--- src/rtl/owt_pkg.sv ---
package owt_pkg;

    localparam int STATUS_W = 3;

    typedef enum logic [2:0] {
        ST_IDLE   = 3'd0,
        ST_RD_ID  = 3'd1,
        ST_RD_CMP = 3'd2,
        ST_WR     = 3'd3,
        ST_FIN    = 3'd4
    } step_st_t;

    typedef enum logic {
        SLOT_READ  = 1'b0,
        SLOT_WRITE = 1'b1
    } slot_kind_t;

    // packed order gives bit 2 = branch, bit 1 = complement, bit 0 = id
    typedef struct packed {
        logic dir;
        logic cmp;
        logic id;
    } step_status_t;

    typedef struct packed {
        logic       valid;
        slot_kind_t kind;
        logic       wbit;
    } slot_cmd_t;

    typedef struct packed {
        logic dir;
        logic conflict;
    } branch_t;

    function automatic branch_t pick_branch(logic id, logic cmp, logic pref);
        branch_t b;
        b.conflict = id & cmp;
        if (id ^ cmp)
            b.dir = id;
        else if (!id)
            b.dir = pref;
        else
            b.dir = 1'b0;
        return b;
    endfunction

endpackage

--- src/rtl/owt_decide.sv ---
module owt_decide
    import owt_pkg::*;
(
    input  logic id_bit,
    input  logic cmp_bit,
    input  logic pref,
    output logic dir,
    output logic conflict
);
    branch_t br;

    always_comb begin
        br       = pick_branch(id_bit, cmp_bit, pref);
        dir      = br.dir;
        conflict = br.conflict;
    end
endmodule

--- src/rtl/owt_ctrl.sv ---
module owt_ctrl
    import owt_pkg::*;
(
    input  logic         clk,
    input  logic         rst,
    input  logic         start,
    input  logic         pref_dir,
    input  logic         slot_done,
    input  logic         slot_rbit,
    input  logic         dec_dir,
    input  logic         dec_conflict,
    output logic         id_q,
    output logic         pref_q,
    output step_st_t     state,
    output step_status_t status_q
);
    step_st_t     state_n;
    step_status_t status_n;
    logic         id_n;
    logic         pref_n;

    always_comb begin
        state_n  = state;
        status_n = status_q;
        id_n     = id_q;
        pref_n   = pref_q;
        case (state)
            ST_IDLE: begin
                if (start) begin
                    pref_n  = pref_dir;
                    state_n = ST_RD_ID;
                end
            end
            ST_RD_ID: begin
                if (slot_done) begin
                    id_n    = slot_rbit;
                    state_n = ST_RD_CMP;
                end
            end
            ST_RD_CMP: begin
                if (slot_done) begin
                    status_n.id  = id_q;
                    status_n.cmp = slot_rbit;
                    status_n.dir = dec_dir;
                    state_n      = dec_conflict ? ST_FIN : ST_WR;
                end
            end
            ST_WR: begin
                if (slot_done)
                    state_n = ST_FIN;
            end
            ST_FIN:  state_n = ST_IDLE;
            default: state_n = ST_IDLE;
        endcase
    end

    always_ff @(posedge clk) begin
        if (rst) begin
            state    <= ST_IDLE;
            status_q <= '0;
            id_q     <= 1'b0;
            pref_q   <= 1'b0;
        end else begin
            state    <= state_n;
            status_q <= status_n;
            id_q     <= id_n;
            pref_q   <= pref_n;
        end
    end
endmodule

--- src/rtl/owt_slot_drv.sv ---
module owt_slot_drv
    import owt_pkg::*;
(
    input  step_st_t  state,
    input  logic      dir,
    output slot_cmd_t cmd
);
    always_comb begin
        cmd = '0;
        case (state)
            ST_RD_ID, ST_RD_CMP: begin
                cmd.valid = 1'b1;
                cmd.kind  = SLOT_READ;
                cmd.wbit  = 1'b0;
            end
            ST_WR: begin
                cmd.valid = 1'b1;
                cmd.kind  = SLOT_WRITE;
                cmd.wbit  = dir;
            end
            default: cmd = '0;
        endcase
    end
endmodule

--- src/rtl/owt_search_step.sv ---
module owt_search_step
    import owt_pkg::*;
(
    input  logic                clk,
    input  logic                rst,
    input  logic                start,
    input  logic                pref_dir,
    output logic                slot_cmd_valid,
    output logic                slot_cmd_kind,
    output logic                slot_cmd_bit,
    input  logic                slot_done,
    input  logic                slot_rbit,
    output logic                busy,
    output logic                done,
    output logic [STATUS_W-1:0] status
);
    step_st_t     state;
    step_status_t status_q;
    slot_cmd_t    cmd;
    logic         id_q;
    logic         pref_q;
    logic         dec_dir;
    logic         dec_conflict;

    // complement sample is decided live, in the cycle it arrives
    owt_decide u_decide (
        .id_bit   (id_q),
        .cmp_bit  (slot_rbit),
        .pref     (pref_q),
        .dir      (dec_dir),
        .conflict (dec_conflict)
    );

    owt_ctrl u_ctrl (
        .clk          (clk),
        .rst          (rst),
        .start        (start),
        .pref_dir     (pref_dir),
        .slot_done    (slot_done),
        .slot_rbit    (slot_rbit),
        .dec_dir      (dec_dir),
        .dec_conflict (dec_conflict),
        .id_q         (id_q),
        .pref_q       (pref_q),
        .state        (state),
        .status_q     (status_q)
    );

    owt_slot_drv u_slot (
        .state (state),
        .dir   (status_q.dir),
        .cmd   (cmd)
    );

    assign slot_cmd_valid = cmd.valid;
    assign slot_cmd_kind  = cmd.kind;
    assign slot_cmd_bit   = cmd.wbit;
    assign busy           = (state != ST_IDLE);
    assign done           = (state == ST_FIN);
    assign status         = status_q;
endmodule

--- config.mk ---
export PLATFORM = sky130hd
export DESIGN_NAME = owt_search_step
export DESIGN_NICKNAME = d
export VERILOG_FILES = /design/src/rtl/owt_pkg.sv /design/src/rtl/owt_decide.sv /design/src/rtl/owt_ctrl.sv /design/src/rtl/owt_slot_drv.sv /design/src/rtl/owt_search_step.sv
export SDC_FILE = /design/constraint.sdc
export NUM_CORES = 1
export LEC_CHECK = 0
export CAP_MARGIN = 5
export CORE_AREA = 4 4 41 43
export DETAILED_ROUTE_END_ITERATION = 8
export DIE_AREA = 0 0 45 47
export DONT_BUFFER_PORTS = 1
export PLACE_DENSITY = 0.42
export SLEW_MARGIN = 40
export SYNTH_ARGS = -nofsm -noshare
export SYNTH_HDL_FRONTEND = slang
export SYNTH_SLANG_ARGS = --single-unit
--- constraint.sdc ---
create_clock -name clk -period 1.7 [get_ports clk]
set_input_delay 0.17 -clock clk [delete_from_list [all_inputs] [get_ports clk]]
set_output_delay 0.17 -clock clk [all_outputs]
set_load 0.02 [all_outputs]
==> results.py, run 1 <==
metrics = {
    "setup_path": {
        "timing.critical_path.cells": "and3b_1 > and2_1",
        "cp.buffers_inverters": 0,
        "crit_path_start_kind": "register",
        "crit_path_max_incr_delay_ns": 0.50,
        "crit_type": "register to primary output",
        "endpoint_kind": "primary output",
        "cp_max_fo": 11,
        "cp.arrival_ns": 1.38,
        "crit_required_ns": 1.53,
        "cp_top_family": "simple AND/OR/NAND/NOR gates",
        "cp_slowest_cell": "dfxtp_1",
    },
    "clocking": {
        "cts_tree": "yes",
        "root_buffer": "clkbuf_4",
        "cts_hold_buf": 1,
        "clkTransAtPathRegs_ns": 0.05,
        "clock_path_buffers": 2,
        "clk_latency_ns": 0.24,
        "postCtsResizedCells": 0,
        "cts_sinks": 8,
        "cts_buffers": 3,
        "htreeDepth": 1,
        "post-cts-setup-buffer-count": 0,
    },
    "placed_design": {
        "dpl-instance-area_um2": 422,
        "gp_congestion": 0.643,
        "place.detailed.hpwl_um": 659,
        "port-buffer-count": 0,
    },
    "logic_synthesis": {
        "synth-xor-area-share_pct": 0,
        "yosys_warnings": 0,
        "syn-num-nets": 52,
        "synth_top_family_by_area": "simple AND/OR/NAND/NOR gates",
        "synth.avg_cell_area_um2": 9.68,
        "synth-simple-area-share_pct": 30.5,
        "synth-compound-area-share_pct": 12.4,
        "synth-seq-area-share_pct": 36.8,
        "synth.ff_latch_count": 8,
        "netlist_area_um2": 435,
        "synth_fa_ha_area_share_pct": 2.87,
        "synthCells": 45,
        "synth_cell_types": 25,
        "synth.area.mux_share_pct": 9.20,
    },
    "pwr": {
        "switching_power_mw": 0.108,
        "power_mw": 0.412,
        "p_seq_share_pct": 51.8,
        "power.internal_mw": 0.304,
        "power.clock.fraction_pct": 33.8,
        "powerDensity_nw_per_um2": 908,
        "cellLeakagePower_nw": 0.163,
        "switching_share_pct": 26.2,
        "irDropWorstVdd_uv": 443,
        "pwr-share-comb_pct": 14.4,
    },
    "cells_and_area": {
        "area_growth_pct": 4.31,
        "multi_input_area_um2": 239,
        "register_area_um2": 160,
        "drive_gt1_share_pct": 18.2,
        "fillers": 154,
        "stdcell_area_um2": 454,
        "final_cell_mix": "dfxtp_1 (8), nor2_1 (6), mux2i_1 (4)",
        "final_common_cell": "dfxtp_1",
        "diodes": 0,
        "nNetsFinal": 53,
    },
    "sta": {
        "fin_crit_sh_pct": 91.0,
        "tns_ns": 0,
        "setup_viol": 0,
        "skew_ns": 0.00254,
        "tightest_slew_ns": 0.386,
        "hold-worst-slack_ns": 0.0269,
        "period_minus_slack_ns": 1.55,
        "slew_violations": 0,
        "rsz0062_at_grt": "false",
        "fmax_mhz": 646,
        "relSlewSlack_pct": 74.1,
        "hold_viol": 0,
    },
    "floorplan": {
        "die_x_um": 45,
        "initial_utilization_pct": 33.5,
        "io-pin-count": 14,
        "dieArea_um2": 2120,
        "die_h_um": 47,
        "rows": 13,
        "core_area_um2": 1300,
    },
    "drt": {
        "wire_per_inst_um": 13.9,
        "wl_um": 819,
        "drtAntennaViolNets": 0,
        "dr.pass1.iters": 4,
        "route.vias.total": 309,
        "drc_errors": 0,
        "vias_per_cell": 5.24,
        "drt_iter0_markers": 1,
    },
    "global_routing": {
        "grt_max_degree": 12,
        "track_usage_pct": 8.55,
        "overflow": 0,
        "antenna_found_initial": 0,
        "grt_pass1_vias": 305,
        "grt_pass1_wl_mm": 1.26,
    },
    "min_path": {
        "min_path_type": "input pin to register",
    },
    "run_status": {
        "outcome": "completed",
    },
    "run": {
        "max_cap_violations": 0,
    },
}
[metrics by stage]
stage               util (%)  worst slack, ns  instances
floorplan                  -            0.501         45
global placement        32.4            0.422         55
detailed placement      32.4            0.406         55
CTS                     34.9            0.134         59
global route            34.9           0.0604         59
finish                  34.9            0.153         59
[cells by family after synthesis]
kind of cell               after synthesis
and+or+nand+nor                         19
buffers and inverters                    6
adders and majority gates                1
muxes                                    4
AOI/OAI and AO/OA                        7
DFF                                      8
[final timing paths]
| kind | start | endpoint | slack (ns) | depth (start not counted) |
|---|---|---|---|---|
| setup / recovery | u_ctrl.state[1] | slot_cmd_bit | 0.15 | 2 |
| hold / removal | slot_done | u_ctrl.state[0] | 0.03 | 1 |
| setup reg to reg | u_ctrl.id_q | u_ctrl.status_q[2] | 0.47 | 4 |
| hold reg to reg | u_ctrl.pref_q | u_ctrl.pref_q | 0.50 | 2 |
[layer usage]
metal  GRT usage, %  up-vias  share of wire [%]
met5              0        -                  0
met4           5.26        0               0.49
met3           5.75        2                 11
met1           8.24      138                 41
met2           13.6        8                 48
li1               -      161                  -
[power by group through the flow]
stage	logic (mW)	clock network (mW)	registers, mW
2_1_floorplan	0.0655	0	0.205
3_3_place_gp	0.0545	0	0.216
3_5_place_dp	0.0554	0	0.217
4_1_cts	0.0602	0.146	0.213
5_1_grt	0.0654	0.156	0.216
6_report	0.0595	0.139	0.214
[layout make-up]
type	instances	share of cell area, %
timing repair buffer	1	2.20
inverter	1	0.826
tap	15	4.13
sequential	8	35.3
multi-input combinational	31	52.6
clock buffer	3	4.96
[flip-flops by register name (all words and copies together) (netlist names)]
name	count
u_ctrl.status_q	3
u_ctrl.id_q	1
u_ctrl.state	3
u_ctrl.pref_q	1
[synth_stat cells, drive strengths merged]
master | instances | area share, %
dfxtp | 8 | 37
nor2 | 7 | 6.6
buf | 5 | 7.5
mux2i | 4 | 9.2
a21oi | 2 | 2.3
and2 | 2 | 2.9
and3b | 2 | 4.0
and4bb | 2 | 6.6
nor3 | 2 | 2.3
a2111oi | 1 | 2.3
a211oi | 1 | 2.9
a311oi | 1 | 2.0
ha | 1 | 2.9
inv | 1 | 0.86
nor2b | 1 | 1.4
nor3b | 1 | 1.7
nor4b | 1 | 3.4
o211ai | 1 | 1.7
o21ai | 1 | 1.1
or3 | 1 | 1.4
[worst register-to-register path, cell delays in order, from the launching register on]
cell	delay, ns
dfxtp_1	0.40
ha_1	0.28
nor3b_1	0.21
a21oi_1	0.07
a211oi_2	0.20
(Power assumes the default switching activity.)
==> run 2: changes to the inputs <==
--- a/config.mk
+++ b/config.mk
@@ -11,6 +11,7 @@
 export DIE_AREA = 0 0 45 47
 export DONT_BUFFER_PORTS = 1
 export PLACE_DENSITY = 0.42
+export SETUP_SLACK_MARGIN = 0.2
 export SLEW_MARGIN = 40
 export SYNTH_ARGS = -nofsm -noshare
 export SYNTH_HDL_FRONTEND = slang
==> results.py, run 2 (synthesis gave the netlist of run 1 again) <==
metrics = {
    "drt": {
        "wl_um": 830,
        "drc_errors": 0,
        "dr.pass1.iters": 2,
        "drtAntennaViolNets": 0,
        "drt_iter0_markers": 4,
        "vias_per_cell": 5.27,
        "route.vias.total": 311,
        "wire_per_inst_um": 14.1,
    },
    "setup_path": {
        "crit_path_start_kind": "register",
        "cp.arrival_ns": 1.21,
        "cp_max_fo": 11,
        "timing.critical_path.cells": "and3b_2 > and2_1",
        "reg2reg_from": "u_ctrl.id_q",
        "crit_type": "register to primary output",
        "crit_path_max_incr_delay_ns": 0.42,
        "worst-r2r-cell-count": 4,
        "cp_slowest_cell": "dfxtp_2",
        "crit_required_ns": 1.53,
        "regToRegEndpoint": "u_ctrl.status_q[2]",
        "r2r_setup_slack_ns": 0.47,
        "endpoint_kind": "primary output",
    },
    "min_path": {
        "min_path_type": "input pin to register",
        "min_from": "slot_done",
        "min_to": "u_ctrl.state[0]",
        "holdPathStages": 1,
    },
    "cells_and_area": {
        "final_cell_mix": "nor2_1 (6), dfxtp_1 (5), mux2i_1 (4)",
        "fillers": 151,
        "diodes": 0,
        "drive_gt1_share_pct": 27.3,
        "stdcell_area_um2": 459,
        "layoutNonFillerInstCount": 59,
        "nNetsFinal": 53,
        "area_growth_pct": 5.46,
        "final_common_cell": "nor2_1",
        "reg.largest.list": "u_ctrl.state x3, u_ctrl.status_q x3",
    },
    "global_routing": {
        "grt_pass1_wl_mm": 1.26,
        "antenna_found_initial": 0,
        "grt_pass1_vias": 305,
        "use_met3_pct": 5.75,
        "gr-usage-met2_pct": 13.6,
        "track_usage_pct": 8.55,
        "overflow": 0,
        "met1_usage_pct": 8.24,
        "grt_max_degree": 12,
        "grt-busiest-layer": "met2",
    },
    "floorplan": {
        "die_x_um": 45,
        "dieArea_um2": 2120,
        "initial_utilization_pct": 33.5,
        "core_area_um2": 1300,
        "rows": 13,
        "io-pin-count": 14,
        "die_h_um": 47,
    },
    "sta": {
        "period_minus_slack_ns": 1.38,
        "slew_violations": 0,
        "tightest_slew_ns": 0.387,
        "relSlewSlack_pct": 74.1,
        "rsz0062_at_grt": "false",
        "fin_crit_sh_pct": 81.5,
        "hold_viol": 0,
        "setup_viol": 0,
        "skew_ns": 0.00538,
        "tns_ns": 0,
        "fmax_mhz": 722,
        "hold-worst-slack_ns": 0.0160,
    },
    "clocking": {
        "cts_sinks": 8,
        "root_buffer": "clkbuf_4",
        "htreeDepth": 1,
        "cts_tree": "yes",
        "cts_buffers": 3,
        "clk_latency_ns": 0.25,
        "clkTransAtPathRegs_ns": 0.06,
        "clock_path_buffers": 2,
    },
    "run": {
        "max_cap_violations": 0,
    },
    "pwr": {
        "powerDensity_nw_per_um2": 906,
        "cellLeakagePower_nw": 0.163,
        "irDropWorstVdd_uv": 444,
    },
    "run_status": {
        "outcome": "completed",
    },
    "placed_design": {
        "port-buffer-count": 0,
        "gp_congestion": 0.643,
        "dpl-instance-area_um2": 422,
        "dp_cells": 55,
        "place.detailed.hpwl_um": 659,
    },
}
[run 2: per-layer routing]
metal | wire (um) | part of all wire (%)
met4 | 4 | 0.48
met5 | 0 | 0
met2 | 396 | 48
met3 | 90 | 11
met1 | 339 | 41
[run 2: final cells by class]
cell class	instances	area, um^2	area share [%]
tap	15	18.8	4.09
inverter	1	3.75	0.817
multi-input combinational	31	240	52.3
sequential	8	164	35.7
timing repair buffer	1	10.0	2.18
clock buffer	3	22.5	4.90
[run 2: where the power goes]
group          internal, mW  switching, mW  leakage (nW)  total (mW)
clock network        0.0806         0.0611        0.0138       0.142
registers             0.198         0.0168        0.0663       0.215
logic                0.0273         0.0324        0.0830      0.0596
total                 0.306          0.110         0.163       0.416
[run 2: per-stage QoR]
stage	power, mW	util, %	setup WS, ns
floorplan	0.271	-	0.501
global placement	0.271	32.4	0.422
detailed placement	0.273	32.4	0.406
CTS	0.420	35.1	0.208
global route	0.439	35.3	0.257
finish	0.416	35.3	0.315
[run 2: critical path: cells and delay by family (launching register included)]
| family | cells | cell delay, ns |
|---|---|---|
| flops | 1 | 0.42 |
| simple gates | 2 | 0.54 |
[run 2: timing repair]
item,CTS,global route
endpoints found under the setup margin,1,1
resized for setup,2,2
pin swaps,0,0
hold endpoints to repair,8,0
hold buffers,1,0
buffers inserted,0,0
[run 2: worst max path at each step]
stage / from / endpoint / cells after the start
detailed placement: u_ctrl.state[1] / slot_cmd_bit / 2
finish: u_ctrl.state[1] / slot_cmd_bit / 2
global route: u_ctrl.state[1] / slot_cmd_bit / 2
CTS: u_ctrl.state[0] / slot_cmd_bit / 2
floorplan: u_ctrl.state[1] / slot_cmd_bit / 3
global placement: u_ctrl.state[1] / slot_cmd_bit / 2
==> run 3: changes to the inputs <==
==> constraint.sdc (replaced) <==
create_clock -name clk -period 1.4 [get_ports clk]
set_input_delay 0.14 -clock clk [delete_from_list [all_inputs] [get_ports clk]]
set_output_delay 0.14 -clock clk [all_outputs]
set_load 0.02 [all_outputs]
==> results.py, run 3 (synthesis gave the netlist of run 1 again) <==
metrics = {
    "run_status": {
        "outcome": "completed",
    },
    "clocking": {
        "htreeDepth": 1,
        "clk_latency_ns": 0.24,
        "clkTransAtPathRegs_ns": 0.05,
        "clock_path_buffers": 2,
        "root_buffer": "clkbuf_4",
        "cts_tree": "yes",
        "cts_sinks": 8,
        "cts_buffers": 3,
    },
    "setup_path": {
        "worst-path-stages": 1,
        "endpoint_kind": "primary output",
        "cp_slowest_cell": "or3_4",
        "crit_required_ns": 1.26,
        "crit_path_start_kind": "register",
        "cp_top_family": "simple AND/OR/NAND/NOR gates",
        "cp.arrival_ns": 1.04,
        "crit_path_max_incr_delay_ns": 0.43,
        "crit_type": "register to primary output",
        "timing.critical_path.cells": "or3_4",
        "cp.buffers_inverters": 0,
        "worst-r2r-cell-count": 4,
        "cp_max_fo": 8,
    },
    "placed_design": {
        "port-buffer-count": 0,
        "place.detailed.hpwl_um": 625,
        "preCtsSetupSlack_ns": 0.197,
        "gp_congestion": 0.692,
        "dp_cells": 56,
    },
    "cells_and_area": {
        "nNetsFinal": 58,
        "final_cell_mix": "nor2_1 (6), mux2i_1 (4), buf_4 (4), dfxtp_1 (4)",
        "drive_gt1_share_pct": 38.8,
        "diodes": 0,
        "final_common_cell": "nor2_1",
        "area_growth_pct": 20.4,
        "layoutNonFillerInstCount": 64,
        "reg.largest.list": "u_ctrl.state x3, u_ctrl.status_q x3",
    },
    "pwr": {
        "powerDensity_nw_per_um2": 988,
        "cellLeakagePower_nw": 0.198,
        "irDropWorstVdd_uv": 504,
    },
    "sta": {
        "tns_ns": 0,
        "rsz0062_at_grt": "true",
        "fin_crit_sh_pct": 84.6,
        "period_minus_slack_ns": 1.18,
        "skew_ns": 0.00256,
        "setup_viol": 0,
        "hold-worst-slack_ns": 0.0449,
        "fmax_mhz": 845,
        "hold_viol": 0,
        "final.setup.worst_slack_ns": 0.216,
        "tightest_slew_ns": 0.380,
        "relSlewSlack_pct": 74.6,
        "slew_violations": 0,
    },
    "global_routing": {
        "overflow": 0,
        "track_usage_pct": 9.41,
        "antenna_found_initial": 0,
        "met1_usage_pct": 10.0,
        "gr-usage-met2_pct": 14.7,
        "grt_pass1_wl_mm": 1.35,
        "grt_pass1_vias": 312,
        "grt_max_degree": 12,
        "grt-busiest-layer": "met2",
        "use_met3_pct": 4.21,
    },
    "drt": {
        "drc_errors": 0,
        "drt_iter0_markers": 1,
        "vias_per_cell": 5.14,
        "drtAntennaViolNets": 0,
        "dr.pass1.iters": 2,
        "route.vias.total": 329,
        "wl_um": 856,
        "wire_per_inst_um": 13.4,
    },
    "floorplan": {
        "rows": 13,
        "io-pin-count": 14,
        "dieArea_um2": 2120,
        "core_area_um2": 1300,
        "die_h_um": 47,
        "initial_utilization_pct": 33.5,
        "die_x_um": 45,
    },
    "run": {
        "max_cap_violations": 0,
    },
    "min_path": {
        "holdPathStages": 2,
        "min_path_type": "input pin to register",
    },
}
[run 3: power by group]
| group | internal (mW) | total (mW) | switching, mW |
|---|---|---|---|
| Combinational | 0.0486 | 0.0913 | 0.0427 |
| Sequential | 0.238 | 0.259 | 0.0205 |
| Clock | 0.0976 | 0.168 | 0.0706 |
| Total | 0.384 | 0.518 | 0.134 |
[run 3: final timing paths]
path / to / from / slack [ns]
max: busy / u_ctrl.state[1] / 0.22
min: u_ctrl.status_q[1] / slot_rbit / 0.04
max reg2reg: u_ctrl.status_q[2] / u_ctrl.id_q / 0.26
min reg2reg: u_ctrl.state[1] / u_ctrl.state[2] / 0.47
[run 3: final cells by class]
class / count / area (um^2)
well taps: 15 / 18.8
flip-flops and latches: 8 / 173
clock buffers: 3 / 22.5
multi-input cells: 31 / 256
inverters: 1 / 3.75
fillers: 141 / 777
repair buffers: 6 / 50.0
[run 3: what timing repair did]
action                     in CTS  in global routing
cloned                          0                  0
hold buffers                    2                  0
pin swaps                       1                  1
buffers inserted                1                  2
gates resized for setup         9                  3
setup endpoints to repair       6                  7
hold endpoints to repair        8                  0
[run 3: per-layer routing]
| metal | routed length (um) | vias up |
|---|---|---|
| met3 | 70 | 2 |
| li1 | - | 171 |
| met1 | 343 | 148 |
| met4 | 4 | 0 |
| met2 | 438 | 8 |
| met5 | 0 | - |
[run 3: metrics by stage]
stage	area, um^2	total power [mW]	utilization (%)
after floorplan	435	0.329	-
after global placement	429	0.330	33.0
after detailed placement	429	0.332	33.0
after CTS	498	0.522	38.3
after global routing	524	0.560	40.3
final	524	0.518	40.3
